<file path="config.mk">
export PLATFORM = sky130hd
export DESIGN_NAME = uart_irq_regs
export DESIGN_NICKNAME = d
export VERILOG_FILES = /design/src/rtl/uart_irq_pkg.sv /design/src/rtl/uart_irq_decode.sv /design/src/rtl/uart_irq_state_bank.sv /design/src/rtl/uart_irq_enable_reg.sv /design/src/rtl/uart_irq_out_stage.sv /design/src/rtl/uart_irq_regs.sv
export SDC_FILE = /design/constraint.sdc
export NUM_CORES = 1
export LEC_CHECK = 0
export CORE_MARGIN = 1
export CORE_UTILIZATION = 36
export CTS_BUF_LIST = sky130_fd_sc_hd__clkbuf_2
export CTS_CLUSTER_DIAMETER = 100
export DETAILED_ROUTE_END_ITERATION = 8
export GPL_TIMING_DRIVEN = 0
export PLACE_DENSITY = 0.84
export SLEW_MARGIN = 20
export SYNTH_ARGS = -nofsm -noshare
export SYNTH_HDL_FRONTEND = slang
export SYNTH_HIERARCHICAL = 1
export SYNTH_SLANG_ARGS = --single-unit
export TNS_END_PERCENT = 5
</file>
<file path="constraint.sdc">
create_clock -name clk -period 1.4 [get_ports clk]
set_input_delay 0.28 -clock clk [delete_from_list [all_inputs] [get_ports clk]]
set_output_delay 0.28 -clock clk [all_outputs]
set_load 0.005 [all_outputs]
</file>
<file path="src/rtl/uart_irq_pkg.sv">
package uart_irq_pkg;

  localparam int unsigned IRQ_SRC_COUNT = 9;

  // Word indices (byte offset / 4) of the mapped registers.
  localparam int unsigned WORD_STATE  = 0;
  localparam int unsigned WORD_ENABLE = 1;
  localparam int unsigned WORD_TEST   = 2;
  localparam int unsigned WORD_ALERT  = 3;

  typedef enum int unsigned {
    SRC_TX_WMARK   = 0,
    SRC_RX_WMARK   = 1,
    SRC_TX_DONE    = 2,
    SRC_RX_OVF     = 3,
    SRC_RX_FRAME   = 4,
    SRC_RX_BREAK   = 5,
    SRC_RX_TIMEOUT = 6,
    SRC_RX_PARITY  = 7,
    SRC_TX_EMPTY   = 8
  } irq_src_e;

  typedef enum logic [1:0] {
    RD_STATE  = 2'd0,
    RD_ENABLE = 2'd1,
    RD_ZERO   = 2'd2
  } rd_sel_e;

  typedef struct packed {
    logic state_clr;
    logic enable_ld;
    logic test_set;
    logic alert;
  } wr_strobe_t;

endpackage

</file>
<file path="src/rtl/uart_irq_decode.sv">
module uart_irq_decode
  import uart_irq_pkg::*;
#(
  parameter int unsigned ADDR_W = 6
) (
  input  logic [ADDR_W-1:0] addr,
  input  logic              we,
  output wr_strobe_t        wr,
  output rd_sel_e           rd_sel
);
  localparam int unsigned WORD_W = ADDR_W - 2;

  logic [WORD_W-1:0] word;
  logic [1:0]        unused_byte_lane;

  assign word             = addr[ADDR_W-1:2];
  assign unused_byte_lane = addr[1:0];

  always_comb begin
    wr.state_clr = we && (word == WORD_W'(WORD_STATE));
    wr.enable_ld = we && (word == WORD_W'(WORD_ENABLE));
    wr.test_set  = we && (word == WORD_W'(WORD_TEST));
    wr.alert     = we && (word == WORD_W'(WORD_ALERT));
  end

  always_comb begin
    if (word == WORD_W'(WORD_STATE))       rd_sel = RD_STATE;
    else if (word == WORD_W'(WORD_ENABLE)) rd_sel = RD_ENABLE;
    else                                   rd_sel = RD_ZERO;
  end
endmodule

</file>
<file path="src/rtl/uart_irq_state_bank.sv">
module uart_irq_state_bank #(
  parameter int unsigned NUM_SRC = 9
) (
  input  logic               clk,
  input  logic               rst,
  input  logic [NUM_SRC-1:0] evt,
  input  logic               clr_en,
  input  logic               set_en,
  input  logic [NUM_SRC-1:0] wdata,
  output logic [NUM_SRC-1:0] state_q
);
  logic [NUM_SRC-1:0] clr_mask;
  logic [NUM_SRC-1:0] set_mask;

  assign clr_mask = clr_en ? wdata : '0;
  assign set_mask = set_en ? wdata : '0;

  for (genvar i = 0; i < NUM_SRC; i++) begin : g_bit
    // Event and test set take priority over a same-cycle clear.
    always_ff @(posedge clk) begin
      if (rst) state_q[i] <= 1'b0;
      else     state_q[i] <= evt[i] | set_mask[i] | (state_q[i] & ~clr_mask[i]);
    end
  end
endmodule

</file>
<file path="src/rtl/uart_irq_enable_reg.sv">
module uart_irq_enable_reg #(
  parameter int unsigned NUM_SRC = 9
) (
  input  logic               clk,
  input  logic               rst,
  input  logic               load,
  input  logic [NUM_SRC-1:0] wdata,
  output logic [NUM_SRC-1:0] en_q
);
  always_ff @(posedge clk) begin
    if (rst)       en_q <= '0;
    else if (load) en_q <= wdata;
  end
endmodule

</file>
<file path="src/rtl/uart_irq_out_stage.sv">
module uart_irq_out_stage #(
  parameter int unsigned NUM_SRC = 9
) (
  input  logic               clk,
  input  logic               rst,
  input  logic [NUM_SRC-1:0] state_q,
  input  logic [NUM_SRC-1:0] en_q,
  input  logic               alert_req,
  output logic [NUM_SRC-1:0] irq_q,
  output logic               alert_q
);
  always_ff @(posedge clk) begin
    if (rst) begin
      irq_q   <= '0;
      alert_q <= 1'b0;
    end else begin
      irq_q   <= state_q & en_q;
      alert_q <= alert_req;
    end
  end
endmodule

</file>
<file path="src/rtl/uart_irq_regs.sv">
module uart_irq_regs
  import uart_irq_pkg::*;
#(
  parameter int unsigned NUM_SRC = IRQ_SRC_COUNT,
  parameter int unsigned ADDR_W  = 6,
  parameter int unsigned DATA_W  = 32
) (
  input  logic               clk,
  input  logic               rst,
  input  logic [ADDR_W-1:0]  reg_addr,
  input  logic               reg_we,
  input  logic [DATA_W-1:0]  reg_wdata,
  output logic [DATA_W-1:0]  reg_rdata,
  input  logic [NUM_SRC-1:0] evt_pulse,
  output logic [NUM_SRC-1:0] irq_out,
  output logic               alert_fatal_test
);
  localparam int unsigned SPARE_W = DATA_W - NUM_SRC;

  wr_strobe_t         wr;
  rd_sel_e            rd_sel;
  logic [NUM_SRC-1:0] wfield;
  logic [SPARE_W-1:0] unused_wdata_hi;
  logic [NUM_SRC-1:0] state_q;
  logic [NUM_SRC-1:0] en_q;

  assign wfield          = reg_wdata[NUM_SRC-1:0];
  assign unused_wdata_hi = reg_wdata[DATA_W-1:NUM_SRC];

  uart_irq_decode #(.ADDR_W(ADDR_W)) u_decode (
    .addr   (reg_addr),
    .we     (reg_we),
    .wr     (wr),
    .rd_sel (rd_sel)
  );

  uart_irq_state_bank #(.NUM_SRC(NUM_SRC)) u_state (
    .clk     (clk),
    .rst     (rst),
    .evt     (evt_pulse),
    .clr_en  (wr.state_clr),
    .set_en  (wr.test_set),
    .wdata   (wfield),
    .state_q (state_q)
  );

  uart_irq_enable_reg #(.NUM_SRC(NUM_SRC)) u_enable (
    .clk   (clk),
    .rst   (rst),
    .load  (wr.enable_ld),
    .wdata (wfield),
    .en_q  (en_q)
  );

  uart_irq_out_stage #(.NUM_SRC(NUM_SRC)) u_out (
    .clk       (clk),
    .rst       (rst),
    .state_q   (state_q),
    .en_q      (en_q),
    .alert_req (wr.alert && reg_wdata[0]),
    .irq_q     (irq_out),
    .alert_q   (alert_fatal_test)
  );

  always_comb begin
    reg_rdata = '0;
    case (rd_sel)
      RD_STATE:  reg_rdata[NUM_SRC-1:0] = state_q;
      RD_ENABLE: reg_rdata[NUM_SRC-1:0] = en_q;
      default:   reg_rdata = '0;
    endcase
  end
endmodule

</file>
=== Word-level counts from Yosys, hierarchy flattened ===
Cells that the tools add are included.

* Logic and storage cells: 65
* Output and inout bits: 42
* Memories kept: 0
* Bits of input ports: 50
* Bits in writable memories: 0
* Latch bits: 0
* Bits in read-only memories: 0
* Flip-flop bits (word level): 28

* Equal/unequal tests: 4
* $mul: 0
* Divide/modulo/power cells: 0
* Add/subtract/negate cells: 0
* Order comparisons: 0
* Shifts and indexed selects: 0
* Multiplexer cells: 5
* Reduce and logical (&&, ||, !) cells: 7
* Bitwise logic cells: 37

{| class="wikitable"
|+ Operator list
! cell !! count
|-
| 9-bit 2-to-1 mux || 2
|-
| 1-bit bitwise OR || 18
|-
| 9-bit one-hot mux with 2 select lines || 1
|-
| 1-bit bitwise AND || 9
|-
| 9-bit bitwise AND || 1
|-
| 1-bit NOT || 9
|-
| 4-bit by 2-bit == test with 1-bit output, second input constant || 2
|-
| 1-bit logical AND || 5
|-
| 4-bit by 1-bit == test with 1-bit output, second input constant || 1
|-
| 4-bit logical NOT || 1
|-
| 2-bit 2-to-1 mux || 2
|-
| 2-bit by 1-bit == test with 1-bit output, second input constant || 1
|-
| 2-bit logical NOT || 1
|}

=== Logic depth before layout (Yosys ltp) ===
* Depth in word-level cells: 6
* Depth in mapped cells: 5

=== Cells and area by module ===
Netlist, hierarchy kept.

{| class="wikitable"
|+ Modules (own cells, without submodules)
! module !! area an instance (um^2) !! instances !! seq. area each (um^2) !! cells each
|-
| uart_irq_state_bank || 380.4 || 1 || 180.2 || 39
|-
| uart_irq_regs || 321.6 || 1 || 0.0 || 45
|-
| uart_irq_enable_reg || 319.1 || 1 || 180.2 || 29
|-
| uart_irq_out_stage || 285.3 || 1 || 200.2 || 20
|-
| uart_irq_decode || 58.8 || 1 || 0.0 || 9
|}

=== Least setup slack after synthesis ===
OpenSTA, ideal clock, no wires.

* Path kind: input -> output
* Start: input reg_addr[3]
* End: output reg_rdata[0]
* Data required time: 1.120 ns
* Path slack: 0.065 ns
* Arrival: 1.055 ns
* Cell stages on the path: 3
* Path through: or3_2 > buf_1 > nor2_1

* Longest elaborated chain between the ends: 5
* Elaborated cells on any way between the ends: 7
* Those cells by class: eq/ne (2); mux (3); reduce/logical (2)

{| class="wikitable"
|+ RTL lines
! element !! line !! text
|-
| start, declared || uart_irq_regs.sv:10 || <nowiki>input logic [ADDR_W-1:0] reg_addr,</nowiki>
|-
| 4-bit by 1-bit == test with 1-bit output || uart_irq_decode.sv:28 || <nowiki>else if (word == WORD_W'(WORD_ENABLE)) rd_sel = RD_ENABLE;</nowiki>
|-
| 2-bit 2-to-1 mux || uart_irq_decode.sv:28 ||
|-
| 2-bit 2-to-1 mux (*) || uart_irq_decode.sv:27 || <nowiki>if (word == WORD_W'(WORD_STATE)) rd_sel = RD_STATE;</nowiki>
|-
| 2-bit by 1-bit == test with 1-bit output / 2-bit logical NOT (equally long branches) || uart_irq_regs.sv:67 || <nowiki>case (rd_sel)</nowiki>
|-
| 9-bit one-hot mux with 2 select lines (*) || uart_irq_regs.sv:67 ||
|-
| end, declared || uart_irq_regs.sv:13 || <nowiki>output logic [DATA_W-1:0] reg_rdata,</nowiki>
|}

Every way passes the cells marked *; elsewhere a longest branch is shown, timed or not.

=== Worst setup path in the final report ===
* Start: input reg_addr[3]
* End: output reg_rdata[2]

* Longest elaborated chain between the ends: 5
* Elaborated cells on any way between the ends: 7
* Those cells by class: eq/ne (2); mux (3); reduce/logical (2)

{| class="wikitable"
|+ RTL lines
! element !! line !! text
|-
| 4-bit by 1-bit == test with 1-bit output || uart_irq_decode.sv:28 ||
|-
| 2-bit 2-to-1 mux || uart_irq_decode.sv:28 ||
|-
| 2-bit 2-to-1 mux (*) || uart_irq_decode.sv:27 ||
|-
| named net rd_sel[0] || uart_irq_regs.sv:21 || <nowiki>rd_sel_e rd_sel;</nowiki>
|-
| 2-bit by 1-bit == test with 1-bit output / 2-bit logical NOT (equally long branches) || uart_irq_regs.sv:67 ||
|-
| 9-bit one-hot mux with 2 select lines (*) || uart_irq_regs.sv:67 ||
|}

The timed path passes the listed nets; every way through them passes the cells marked *.

==> impl_metrics.yaml <==
sta:
  layout_setup_ws_ps: -221
  skew_ps: 11.0
  fin_crit_sh: 1.16
  rsz0062_at_grt: "true"
  clock.fmax_mhz: 617
  setup_violations: 13
  hold_violations: 0
  drv_slew: 0
  finalCriticalPeriod_ps: 1620
clocking:
  htreeDepth: 1
  path_clk_slew_ps: 240
  clk_latency_ps: 350
  cts_root_buf: "clkbuf_2"
  cts_sinks: 28
  clock_path_buffers: 2
  numCtsBuffers: 3
  cts_tree: "yes"
logic_synthesis:
  synth.yosys.seq_area_share: 0.411
  synth_mux_area_frac: 0.132
  yosysWarnings: 6
  synth_area_mm2: 0.00137
  synth_top_family_by_area: "buffers and inverters"
  yosys_register_bits: 28
  ys_types: 19
  synthXorXnorAreaFrac: 0
  syn_inst: 142
  synth_fa_ha_area_frac: 0
  synthSimpleGateAreaFrac: 0.159
  synth_area_per_cell_um2: 9.61
  synth_compound_area_frac: 0.132
drt:
  drt-total-wl_um: 3130
  drt_iter0_drc: 31
  wire_per_inst_um: 11.7
  drc_errors: 0
  viasPerCell: 4.26
  drt_first_pass_iters: 4
  vias: 1145
  ant_nets: 0
global_routing:
  grt_overflow: 0
  grt_usage: 0.160
  grt_pass1_vias: 1111
  antenna_found_initial: 0
  grt_pass1_wl_um: 5030
  grt_max_degree: 17
critical_path:
  path_cells: "buf_8, nand2b_4, nor3_4, buf_6, buf_6, mux2i_2, nor2_1, buf_2"
  max_stage_delay_ps: 190
  r2r-start: "u_state/state_q[2]$_SDFF_PP0_"
  r2r_cells: 2
  crit_required_ps: 1120
  critPathSlowestCell: "mux2i_2"
  cpMostUsedCell: "buf_6"
  worstPathArrival_ps: 1340
  cp-start-kind: "input port"
  cp_max_fo: 4
  criticalPathCategory: "input port to output pin"
  crit_path_start: "reg_addr[3]"
  end_kind: "output pin"
floorplan:
  die_w_um: 63.6
  coreArea_mm2: 0.00366
  row_count: 22
  start_util: 0.373
  dieHeight_um: 63.6
  dieArea_mm2: 0.00404
  ioPinCount: 92
cells_and_area:
  diodes: 0
  final_cell_mix: "buf_4 (30), dfxtp_1 (27), conb_1 (23)"
  area_delta_synth_final_pct: 50.9
  drive_gt1_frac: 0.290
  final_common_cell: "buf_4"
  final_area_mm2: 0.00206
  nNetsFinal: 272
flow_run:
  drv_cap: 0
min_path:
  hold_class: "input port to flip-flop"
  whs_path_depth: 5
  holdCritStartpoint: "reg_addr[2]"
power:
  peakVddDrop_mv: 0.552
  p_leak_nw: 1.02
  power.density_mw_per_mm2: 775
status:
  violations: "negative setup slack"
  outcome: "finished, violations left"
placement:
  dp_hpwl_um: 2090
  gp_congestion: 0.732
  placed_area_mm2: 0.00194
  pre_cts_ws_ps: -1080
  numPortBuffers: 43
## cells by family (layout without fill, tap and decap cells)
logic type,count (synthesis),count (layout)
buffers and inverters,30,86
other,1,23
multiplexers,18,18
flip-flops,28,28
AO/OA/AOI/OAI,27,27
AND/OR/NAND/NOR,38,39
## repair_timing
item                                    4_1_cts  5_1_grt
pin swaps                                     9        8
endpoints found under the setup margin       37       20
cloned                                        2        0
hold buffers                                  0        0
gates resized for setup                      73        4
setup buffers                                 8        1
## cell usage after synthesis, drive strengths merged
| cell type | count | area share |
|---|---|---|
| nor2 | 20 | 0.055 |
| and2 | 1 | 0.0046 |
| nor2b | 1 | 0.0046 |
| buf | 30 | 0.16 |
| nor3 | 2 | 0.0073 |
| nor3b | 1 | 0.0092 |
| a21oi | 18 | 0.066 |
| nand2 | 1 | 0.0027 |
| dfxtp | 28 | 0.41 |
| mux2i | 18 | 0.13 |
| conb | 1 | 0.0027 |
| a21bo | 9 | 0.066 |
| or3b | 1 | 0.0082 |
| nand2b | 1 | 0.0046 |
| and3b | 9 | 0.058 |
| or3 | 1 | 0.0055 |
## metal layers
metal | global-route usage | up-vias | part of all wire | wire length (um)
met3 | 0.0290 | 2 | 0.056 | 176
li1 | - | 591 | - | -
met5 | 0 | - | 0 | 0
met1 | 0.178 | 511 | 0.43 | 1330
met2 | 0.303 | 41 | 0.51 | 1610
met4 | 0.0426 | 0 | 0.0045 | 14
## power by group
group	leakage, nW	internal [mW]	switching (mW)
Clock	0.0266	0.246	0.230
Combinational	0.765	0.173	0.109
Sequential	0.229	0.823	0.0149
Total	1.02	1.24	0.354
## final cells by class
| cell class | instances | area [um2] |
|---|---|---|
| clock inverters | 1 | 30.0 |
| repair buffers | 53 | 449 |
| plain buffers | 29 | 229 |
| well taps | 48 | 60.1 |
| fillers | 335 | 1600 |
| flip-flops and latches | 28 | 562 |
| multi-input cells | 107 | 714 |
| clock buffers | 3 | 15.0 |
## critical path: cells and delay by family
kind	cells	cell delay [ps]
mux	1	190
simple gates	3	370
buf+inv	4	480
## flip-flops by register name, summed over array words and instances (netlist names)
name / count
u_enable/en_q: 9
u_out/alert_q: 1
u_out/irq_q: 9
u_state/state_q: 9
## final timing paths
kind                                         to  slack, ps
setup / recovery                   reg_rdata[2]       -220
hold / removal         u_out/alert_q$_SDFF_PP0_        420
setup reg to reg  u_state/state_q[2]$_SDFF_PP0_        600
hold reg to reg       u_out/irq_q[4]$_SDFF_PP0_        520
## through the flow
stage	util	TNS [ps]	power [mW]	instances	hold WS (ps)
2_1_floorplan	-	0	0.994	164	352
3_3_place_gp	0.529	-17450	1.10	255	488
3_5_place_dp	0.529	-17930	1.11	255	498
4_1_cts	0.564	-2110	1.60	268	402
5_1_grt	0.563	-2220	1.68	269	390
6_report	0.563	-1590	1.60	269	419
No activity file was read; power rests on OpenSTA's default activity.
